[src/rtl/mp_pkg.sv]
package mp_pkg;

    // Phase of one consensus element; the value equals the phase wire level.
    typedef enum logic {
        PH_LOW  = 1'b0,
        PH_HIGH = 1'b1
    } phase_e;

endpackage

[src/rtl/mp_celement.sv]
module mp_celement
    import mp_pkg::*;
(
    input  logic clk,
    input  logic rst_n,
    input  logic a_i,
    input  logic b_i,
    output logic q_o,
    output logic fire_o
);

    phase_e state_q;
    phase_e state_d;

    // State register
    always_ff @(posedge clk) begin
        if (!rst_n) begin
            state_q <= PH_LOW;
        end else begin
            state_q <= state_d;
        end
    end

    // Next state: RISE on consensus of ones, FALL on consensus of zeros
    always_comb begin
        state_d = state_q;
        unique case (state_q)
            PH_LOW: begin
                if (a_i && b_i) begin
                    state_d = PH_HIGH;
                end
            end
            PH_HIGH: begin
                if (!a_i && !b_i) begin
                    state_d = PH_LOW;
                end
            end
        endcase
    end

    // Outputs
    always_comb begin
        q_o    = (state_q == PH_HIGH);
        fire_o = (state_d != state_q);
    end

    AST_CEL_RISE: assert property (@(posedge clk) disable iff (!rst_n)
        (a_i && b_i) |=> q_o);
    AST_CEL_FALL: assert property (@(posedge clk) disable iff (!rst_n)
        (!a_i && !b_i) |=> !q_o);
    AST_CEL_HOLD: assert property (@(posedge clk) disable iff (!rst_n)
        (a_i != b_i) |=> $stable(q_o));

endmodule

[src/rtl/mp_stage.sv]
module mp_stage
    import mp_pkg::*;
#(
    parameter int WIDTH = 8
) (
    input  logic             clk,
    input  logic             rst_n,
    input  logic             req_i,
    input  logic             ack_i,
    input  logic [WIDTH-1:0] data_i,
    output logic             phase_o,
    output logic [WIDTH-1:0] data_o
);

    logic             ack_n_w;
    logic             fire_w;
    logic [WIDTH-1:0] data_q;

    // The successor phase enters the consensus element inverted
    assign ack_n_w = ~ack_i;

    mp_celement u_cel (
        .clk    (clk),
        .rst_n  (rst_n),
        .a_i    (req_i),
        .b_i    (ack_n_w),
        .q_o    (phase_o),
        .fire_o (fire_w)
    );

    // Data register loads on the same edge as the phase change
    always_ff @(posedge clk) begin
        if (!rst_n) begin
            data_q <= '0;
        end else if (fire_w) begin
            data_q <= data_i;
        end
    end

    assign data_o = data_q;

    AST_STAGE_FIRE_COND: assert property (@(posedge clk) disable iff (!rst_n)
        !$stable(phase_o) |-> (($past(req_i) != $past(phase_o)) &&
                               ($past(ack_i) == $past(phase_o))));
    AST_STAGE_DATA_HOLD: assert property (@(posedge clk) disable iff (!rst_n)
        (phase_o != ack_i) |=> $stable(data_o));

endmodule

[src/rtl/mp_chain.sv]
module mp_chain
    import mp_pkg::*;
#(
    parameter int STAGES = 4,
    parameter int WIDTH  = 8
) (
    input  logic             clk,
    input  logic             rst_n,
    input  logic             in_req,
    input  logic [WIDTH-1:0] in_data,
    output logic             in_ack,
    output logic             out_req,
    output logic [WIDTH-1:0] out_data,
    input  logic             out_ack
);

    localparam int LAST = STAGES - 1;

    logic [STAGES-1:0] phase_w;
    logic [STAGES-1:0] occ_w;
    logic [WIDTH-1:0]  word_w [STAGES];

    for (genvar i = 0; i < STAGES; i++) begin : g_stage
        logic             req_w;
        logic             ack_w;
        logic [WIDTH-1:0] din_w;

        if (i == 0) begin : g_head
            assign req_w = in_req;
            assign din_w = in_data;
        end else begin : g_body
            assign req_w = phase_w[i-1];
            assign din_w = word_w[i-1];
        end

        if (i == LAST) begin : g_tail
            assign ack_w = out_ack;
        end else begin : g_inner
            assign ack_w = phase_w[i+1];
        end

        // Token present when own phase differs from successor phase
        assign occ_w[i] = phase_w[i] ^ ack_w;

        mp_stage #(
            .WIDTH (WIDTH)
        ) u_stage (
            .clk     (clk),
            .rst_n   (rst_n),
            .req_i   (req_w),
            .ack_i   (ack_w),
            .data_i  (din_w),
            .phase_o (phase_w[i]),
            .data_o  (word_w[i])
        );

        if (i < LAST) begin : g_adj_chk
            AST_NO_ADJ_FIRE: assert property (@(posedge clk) disable iff (!rst_n)
                !$stable(phase_w[i]) |-> $stable(phase_w[i+1]));
        end
    end

    assign in_ack   = phase_w[0];
    assign out_req  = phase_w[LAST];
    assign out_data = word_w[LAST];

    AST_NO_OVERFLOW: assert property (@(posedge clk) disable iff (!rst_n)
        (&occ_w) |=> $stable(in_ack));
    AST_NO_UNDERFLOW: assert property (@(posedge clk) disable iff (!rst_n)
        (occ_w == '0) |=> $stable(out_req));
    AST_OFFER_HOLD: assert property (@(posedge clk) disable iff (!rst_n)
        (out_req != out_ack) |=> $stable(out_req));

endmodule

[config.mk]
export PLATFORM = sky130hd
export DESIGN_NAME = mp_chain
export DESIGN_NICKNAME = d
export VERILOG_FILES = /design/src/rtl/mp_pkg.sv /design/src/rtl/mp_celement.sv /design/src/rtl/mp_stage.sv /design/src/rtl/mp_chain.sv
export SDC_FILE = /design/constraint.sdc
export NUM_CORES = 1
export LEC_CHECK = 0
export BUFFER_PORTS_ARGS = -buffer_cell sky130_fd_sc_hd__buf_2
export CORE_ASPECT_RATIO = 0.75
export CORE_MARGIN = 10
export CORE_UTILIZATION = 40
export DETAILED_ROUTE_END_ITERATION = 8
export PLACE_DENSITY = 0.62
export SYNTH_ARGS = -nofsm -noshare
export SYNTH_HDL_FRONTEND = slang
export SYNTH_SLANG_ARGS = --single-unit
[constraint.sdc]
create_clock -name clk -period 1.4 [get_ports clk]
set_input_delay 0.21 -clock clk [delete_from_list [all_inputs] [get_ports clk]]
set_output_delay 0.21 -clock clk [all_outputs]
set_load 0.005 [all_outputs]
### After elaboration in Yosys (flattened, before gate mapping)

Index checks and enable logic that the tools add are counted.

| word-level totals | value |
|---|---|
| register bits | 36 |
| bits in latches | 0 |
| bits in writable memories | 0 |
| ROM bits | 0 |
| bits of input ports | 12 |
| output and inout port bits | 10 |
| logic and storage cells | 41 |
| memories kept | 0 |

| operators by class | value |
|---|---|
| add/subtract/negate cells | 0 |
| multiply operators | 0 |
| div/mod/pow operators | 0 |
| $lt $le $gt $ge | 0 |
| eq/ne operators | 4 |
| shift operators | 0 |
| muxes and demuxes | 12 |
| bitwise logic cells | 5 |
| reductions and logical operators | 12 |

Operators by type and width:

| kind | count |
|---|---|
| 1-bit logical AND | 8 |
| 1-bit two-way mux | 8 |
| 1-bit case mux with 2 select lines | 4 |
| 1-bit inverter | 5 |
| 1-bit zero test | 4 |
| 1-bit inequality test | 4 |

### Longest topological paths before layout

Gate-level depths: netlist of run 1.

| logic depth | value |
|---|---|
| depth after elaboration | 5 |
| gate-level depth with buffers | 4 |

### Cells and area by module

Synthesis of run 1 repeated with hierarchy kept, for this count alone.

| unflattened totals | value |
|---|---|
| cells, all modules | 132 |
| area total of the unflattened synthesis | 1431.4 µm² |

Modules (own cells, without submodules):

| module | instances | cells an instance | area each (µm²) | seq. area each (µm²) |
|---|---|---|---|---|
| mp_stage | 4 | 26 | 305.3 | 160.2 |
| mp_celement | 4 | 7 | 52.6 | 20.0 |

### Worst setup path after synthesis of run 1

Ideal clock, no wire load.

| path | value |
|---|---|
| kind | register to register |
| from | register g_stage[0].u_stage.u_cel.state_q |
| to | register g_stage[0].u_stage.data_q[0] |
| setup time | 0.072 ns |
| arrival time | 1.062 ns |
| slack | 0.266 ns |
| stages on the path, launching flop included | 4 |
| cells stage by stage | dfxtp_1 nand2b_1 o22ai_4 mux2i_1 |

| on the way | value |
|---|---|
| cells in the longest elaborated chain, start to end | 3 |

RTL lines:

| item | line | RTL |
|---|---|---|
| start: declaration | mp_celement.sv:12 | `phase_e state_q;` |
| start signal: assignment | mp_celement.sv:20 | `state_q <= state_d;` |
| 1-bit inverter | -- |  |
| 1-bit case mux with 2 select lines | mp_celement.sv:27 | `unique case (state_q)` |
| 1-bit inequality test * | mp_celement.sv:44 | `fire_o = (state_d != state_q);` |
| end signal: assignment | mp_stage.sv:36 | `data_q <= data_i;` |
| end: declaration | mp_stage.sv:17 | `logic [WIDTH-1:0] data_q;` |

Mark *: on every way between the ends. The rest lies on a longest branch, timed or not.
A chain may end at the register's enable or synchronous reset.

### Worst setup path in the final report of run 1

| path | value |
|---|---|
| from | register g_stage[2].u_stage.u_cel.state_q |
| to | register g_stage[3].u_stage.data_q[4] |

| on the way | value |
|---|---|
| cells in the longest elaborated chain, start to end | 5 |

RTL lines:

| item | line | RTL |
|---|---|---|
| start: declaration | mp_celement.sv:12 |  |
| start signal: assignment | mp_celement.sv:20 |  |
| 1-bit zero test | mp_celement.sv:34 | `if (!a_i && !b_i) begin` |
| 1-bit logical AND | mp_celement.sv:34 |  |
| 1-bit two-way mux | mp_celement.sv:34 |  |
| 1-bit case mux with 2 select lines * | mp_celement.sv:27 |  |
| 1-bit inequality test * | mp_celement.sv:44 |  |
| end signal: assignment | mp_stage.sv:36 |  |
| end: declaration | mp_stage.sv:17 |  |

Marked as above.

==> results of run 1 <==
cell usage in the layout, fill, tap and decap left out:
cell | Yosys | routed
inv_1 | 2 | 2
nand2b_1 | 3 | 3
o21ai_0 | 2 | 2
nand2_1 | 42 | 42
maj3_1 | 1 | 1
clkbuf_8 | 0 | 5
nand3b_1 | 2 | 2
buf_4 | 1 | 1
o21ai_4 | 2 | 2
nand2_2 | 1 | 1
nand2b_4 | 1 | 1
and2_1 | 2 | 2
dfxtp_1 | 36 | 36
clkinv_2 | 0 | 1
buf_2 | 1 | 21
clkbuf_1 | 4 | 1
mux2i_1 | 32 | 32
buf_12 | 0 | 3
o22ai_4 | 2 | 2
a21o_1 | 1 | 1
a21boi_0 | 2 | 2
nor2_1 | 1 | 1
logic make-up after synthesis:
logic type	count (synthesis)
buf+inv	9
fa+ha+maj	1
simple gates	52
compound gates	9
mux	32
flops	36
final cells by class:
cell class,count,area [um2]
repair buffers,25,173
fillers,335,1660
clock inverters,1,5.00
multi-input cells,94,663
flip-flops and latches,36,721
clock buffers,6,72.6
inverters,2,7.51
well taps,40,50.0
worst register-to-register path: cells and delay by family (launching register included):
kind / cells / cell delay [ps]
flops: 1 / 520
simple gates: 1 / 180
mux: 1 / 180
buf+inv: 1 / 150
compound gates: 1 / 210
routing by layer:
| metal | vias to the layer above | part of all wire [%] | wire, um |
|---|---|---|---|
| li1 | 516 | - | - |
| met1 | 446 | 50 | 1390 |
| met2 | 22 | 43 | 1210 |
| met3 | 4 | 5.8 | 163 |
| met4 | 0 | 1.2 | 35 |
| met5 | - | 0 | 0 |
Yosys cell counts:
cell type	instances	area share [%]
inv_1	2	0.53
nor2_1	1	0.26
and2_1	2	0.87
maj3_1	1	0.70
o21ai_0	2	0.70
o22ai_4	2	2.8
buf_6	1	0.79
a21o_1	1	0.53
dfxtp_1	36	50
clkbuf_1	4	1.0
buf_2	1	0.35
mux2i_1	32	22
o21ai_4	2	2.3
nand2b_4	1	0.96
nand3b_1	2	1.0
nand2b_1	3	1.3
buf_4	1	0.53
a21boi_0	2	1.0
nand2_1	42	11
nand2_2	1	0.44
flip-flops by register name, summed over array words and instances, names as in the netlist:
name and cells:
g_stage.u_stage.data_o 32, g_stage.u_stage.u_cel.q_o 4
power groups by stage:
stage | sequential (mW) | clock, mW | combinational, mW
after global routing | 1.11 | 0.740 | 0.313
after floorplan | 1.11 | 0 | 0.220
after global placement | 1.12 | 0 | 0.257
after detailed placement | 1.12 | 0 | 0.263
final | 1.10 | 0.673 | 0.289
after CTS | 1.10 | 0.697 | 0.264
worst max-delay path by stage:
| stage | startpoint | end | slack [ps] | depth (start not counted) |
|---|---|---|---|---|
| 6_report | g_stage[2].u_stage.u_cel.q_o$_SDFF_PN0_ | g_stage[3].u_stage.data_o[4]$_SDFFE_PN0P_ | 90 | 4 |
| 3_5_place_dp | g_stage[2].u_stage.u_cel.q_o$_SDFF_PN0_ | g_stage[3].u_stage.data_o[4]$_SDFFE_PN0P_ | 70 | 3 |
| 2_1_floorplan | g_stage[0].u_stage.u_cel.q_o$_SDFF_PN0_ | g_stage[0].u_stage.data_o[0]$_SDFFE_PN0P_ | 270 | 3 |
| 3_3_place_gp | g_stage[2].u_stage.u_cel.q_o$_SDFF_PN0_ | g_stage[3].u_stage.data_o[5]$_SDFFE_PN0P_ | 100 | 3 |
| 4_1_cts | g_stage[2].u_stage.u_cel.q_o$_SDFF_PN0_ | g_stage[3].u_stage.data_o[4]$_SDFFE_PN0P_ | 40 | 3 |
| 5_1_grt | g_stage[2].u_stage.u_cel.q_o$_SDFF_PN0_ | g_stage[3].u_stage.data_o[4]$_SDFFE_PN0P_ | -30 | 4 |
what timing repair did:
item	in CTS	in global routing
endpoints found under the setup margin	0	16
buffers inserted	0	2
hold buffers	0	0
hold endpoints to repair	0	0
stage by stage:
step | worst slack, ps | power (mW) | utilization [%]
after floorplan | 266 | 1.33 | -
after global routing | -26.4 | 2.16 | 50.4
after CTS | 37.8 | 2.06 | 49.2
after detailed placement | 65.5 | 1.39 | 46.9
final | 91.3 | 2.06 | 50.4
after global placement | 103 | 1.38 | 46.9
==> impl_metrics.ini, run 1 <==
[synthesis]
synth_fp_nets = 151
synth_xor_xnor_area_share_pct = 0
yosysSeqAreaShare_pct = 50.4
ys_seq_elements = 36
synth_mux_area_share_pct = 22.4
synth.avg_cell_area_um2 = 10.3
synth_cell_types = 20
syn_area_um2 = 1430
synthSimpleGateAreaFrac_pct = 15.9
synth_compound_area_share_pct = 7.35
synth_top_family_by_area = multiplexers
syn_inst = 139
synthAdderAreaFrac_pct = 0.700
yosysWarnings = 0

[clock_network]
cts_tree = built
cts_made_buffers = 5
cts_num_sinks = 36
ctsResizeCount = 0
cts.htree.levels = 2
clockRootBuffer = clkbuf_8
clk_pin_slew_worst_paths_ps = 70
clk_latency_ps = 280
clock_path_buffers = 2

[layout]
area_delta_synth_final_pct = 18.3
drive_above_1_share_pct = 22.6
diodes = 0
nets = 176
final_cells = 204
final_area_um2 = 1690

[detailed_routing]
drc = 0
wl_um = 2800
wire_per_inst_um = 13.7
vias_per_cell = 4.84
firstDrtPassIters = 4
ant_nets = 0
drt_iter0_drc = 52
num_vias = 988

[grt]
antenna_found_initial = 0
grt_util_met3_pct = 3.73
met1_usage_pct = 11.8
grt_util_met2_pct = 13.0
grt_pass1_vias = 991
grt_usage_pct = 9.20
grt_pass1_wl_um = 4620
busiest_layer = met2
grt_max_degree = 45
globalRouteOverflowTotal = 0

[pwr]
p_leak_nw = 0.667
power.switching_mw = 0.511
p_clk_share_pct = 32.6
pwr-share-comb_pct = 14.0
p_int_mw = 1.55
p_seq_share_pct = 53.4
power_density_nw_per_um2 = 1220
ir_worst_vdd_mv = 0.703
switching_share_pct = 24.8

[setup_path]
crit_buf_inv = 1
cp.required_ps = 1610
cp-start-kind = flop
critPathCaptureType = flop
max_stage_delay_ps = 520
worstPathMaxFanout = 8
rr_endpoint = g_stage[3].u_stage.data_o[4]$_SDFFE_PN0P_
reg2reg_slack_ps = 90
rr_startpoint = g_stage[2].u_stage.u_cel.q_o$_SDFF_PN0_
cp_slowest_cell = dfxtp_1
path_class = reg2reg
critPathTopFamily = flip-flops
path_cells = nand2b_1 -> o21ai_4 -> buf_12 -> mux2i_1
reg2reg_depth = 4
crit_arrival_ps = 1520

[floorplanning]
die_w_um = 89.0
start_util_pct = 42.6
ios = 22
die-area_um2 = 6390
core_um2 = 3360
die_h_um = 71.8
row_count = 18

[sta]
slew_headroom_pct = 73.8
holdWs_ps = 172
fin_crit_sh_pct = 93.5
hold_viol = 0
max_freq_mhz = 764
timing.final.setup_violations = 0
worst_pin_slew_ps = 391
fin_crit_ps = 1310
final.setup.tns_ps = 0
fin_skew_ps = 5.26
slew_violations = 0

[placed_design]
port_buffers = 21
post_dp_cell_area_um2 = 1570
dp_hpwl_um = 1970
dp.cells = 195
place_congestion = 0.688

[run]
maxCapViolCount = 0

[hold_path]
worstHoldStart = in_data[2]
hold_path.class = in2reg
worst_hold_path.endpoint = g_stage[0].u_stage.data_o[2]$_SDFFE_PN0P_
whs_path_depth = 3

[outcome]
status = finished clean
Power figures use the tool's default switching activity.
==> run 2, diff against run 1 <==
--- a/config.mk
+++ b/config.mk
@@ -6,11 +6,13 @@
 export NUM_CORES = 1
 export LEC_CHECK = 0
 export BUFFER_PORTS_ARGS = -buffer_cell sky130_fd_sc_hd__buf_2
+export CELL_PAD_IN_SITES_DETAIL_PLACEMENT = 1
+export CELL_PAD_IN_SITES_GLOBAL_PLACEMENT = 2
 export CORE_ASPECT_RATIO = 0.75
 export CORE_MARGIN = 10
-export CORE_UTILIZATION = 40
+export CORE_UTILIZATION = 35
 export DETAILED_ROUTE_END_ITERATION = 8
-export PLACE_DENSITY = 0.62
+export PLACE_DENSITY = 0.79
 export SYNTH_ARGS = -nofsm -noshare
 export SYNTH_HDL_FRONTEND = slang
 export SYNTH_SLANG_ARGS = --single-unit
==> run 2 against run 1 <==
Design area is 1.3% higher. Sequential cell count stayed put. Non-clock buffer count stayed put. Highest routed layer unchanged. Critical path type unchanged.
==> impl_metrics.ini, run 2 (same netlist as run 1, synthesis figures left out) <==
[detailed_routing]
firstDrtPassIters = 4
drt_iter0_drc = 42
wire_per_inst_um = 13.6
num_vias = 1016
wl_um = 2990
vias_per_cell = 4.62
ant_nets = 0
drc = 0

[sta]
timing.final.setup_violations = 0
holdWs_ps = 170
slew_violations = 0
fin_crit_sh_pct = 91.9
worst_pin_slew_ps = 415
fin_crit_ps = 1290
hold_viol = 0
fin_skew_ps = 6.65
max_freq_mhz = 777
slew_headroom_pct = 72.4

[run]
maxCapViolCount = 0

[layout]
area_delta_synth_final_pct = 19.8
nets = 176
diodes = 0
fill_cells = 455
drive_above_1_share_pct = 23.6
final_cells = 220
ff_latch_area_um2 = 721
multi_input_comb_area_um2 = 663
final_common_cell = nand2_1
largest_reg_flops = 32
final_area_um2 = 1710
final_cell_mix = nand2_1 (42), dfxtp_1 (36), mux2i_1 (32), buf_2 (21), clkbuf_8 (6)

[grt]
antenna_found_initial = 0
grt_usage_pct = 9.09
grt_max_degree = 30
grt_pass1_vias = 978
grt_pass1_wl_um = 4820
globalRouteOverflowTotal = 0

[setup_path]
critPathCaptureType = flop
path_class = reg2reg
critPathTopFamily = flip-flops
cp_slowest_cell = dfxtp_1
max_stage_delay_ps = 520
crit_buf_inv = 0
cp.required_ps = 1620
startpoint = g_stage[2].u_stage.u_cel.q_o$_SDFF_PN0_
rr_startpoint = g_stage[2].u_stage.u_cel.q_o$_SDFF_PN0_
path_cells = nand2_1 -> o22ai_4 -> mux2i_1
reg2reg_slack_ps = 110
worstPathMaxFanout = 8
crit_arrival_ps = 1510
cp-start-kind = flop

[pwr]
ir_worst_vdd_mv = 0.621
power_density_nw_per_um2 = 1250
p_leak_nw = 0.674

[hold_path]
hold_path.class = in2reg
worstHoldStart = in_data[5]

[placed_design]
place_congestion = 0.719
dp.cells = 211
dp_hpwl_um = 2220
port_buffers = 21
post_dp_cell_area_um2 = 1600

[clock_network]
clk_latency_ps = 290
cts_tree = built
cts_num_sinks = 36
clockRootBuffer = clkbuf_8
clk_pin_slew_worst_paths_ps = 70
clock_path_buffers = 2
cts_made_buffers = 5
cts.htree.levels = 2
cts_hold_buffers = 0

[floorplanning]
start_util_pct = 35.7
ios = 22
row_count = 20
core_um2 = 4000
die_h_um = 75.4
die_w_um = 93.8
die-area_um2 = 7070

[outcome]
status = finished clean
==> run 2: where the power goes <==
part           internal (mW)  switching (mW)
Combinational          0.139           0.138
Clock                  0.392           0.366
Sequential              1.07          0.0344
==> run 2: worst reg2reg max path: stages, from the launching register on <==
cell	delay, ps
dfxtp_1	520
nand2_1	150
o22ai_4	330
mux2i_1	230
==> run 2: path summary, 6_finish.rpt <==
path         cells past startpoint                                   endpoint
max                              3  g_stage[2].u_stage.data_o[7]$_SDFFE_PN0P_
min                              3  g_stage[0].u_stage.data_o[5]$_SDFFE_PN0P_
max reg2reg                      3  g_stage[2].u_stage.data_o[7]$_SDFFE_PN0P_
min reg2reg                      2  g_stage[3].u_stage.data_o[5]$_SDFFE_PN0P_
==> run 2: area by class of cell <==
cell class / count / share of cell area, %
Tap cell: 55 / 4.02
Multi-Input combinational cell: 94 / 38.7
Clock buffer: 6 / 4.82
Inverter: 2 / 0.438
Timing Repair Buffer: 25 / 9.35
Sequential cell: 36 / 42.1
Clock inverter: 2 / 0.584
==> run 2: metal layers <==
| metal | wire [um] | up-vias | GRT usage (%) |
|---|---|---|---|
| met1 | 1440 | 480 | 11.3 |
| li1 | - | 514 | - |
| met4 | 53 | 0 | 5.55 |
| met3 | 151 | 5 | 3.84 |
| met5 | 0 | - | 0 |
| met2 | 1350 | 17 | 12.8 |
==> run 2: stage by stage <==
stage / worst slack, ps / util (%) / power [mW] / TNS, ps
final: 113 / 42.8 / 2.14 / 0
after global placement: 103 / 40.0 / 1.39 / 0
after CTS: 14.2 / 42.3 / 2.16 / 0
after detailed placement: 38.1 / 40.0 / 1.40 / 0
after global routing: -1.17 / 42.8 / 2.25 / -1.17
after floorplan: 266 / - / 1.33 / 0
==> run 2: timing repair <==
action                                  in CTS  in global routing
buffers inserted                             0                  1
endpoints found under the setup margin       0                 14
resized for setup                            0                  0
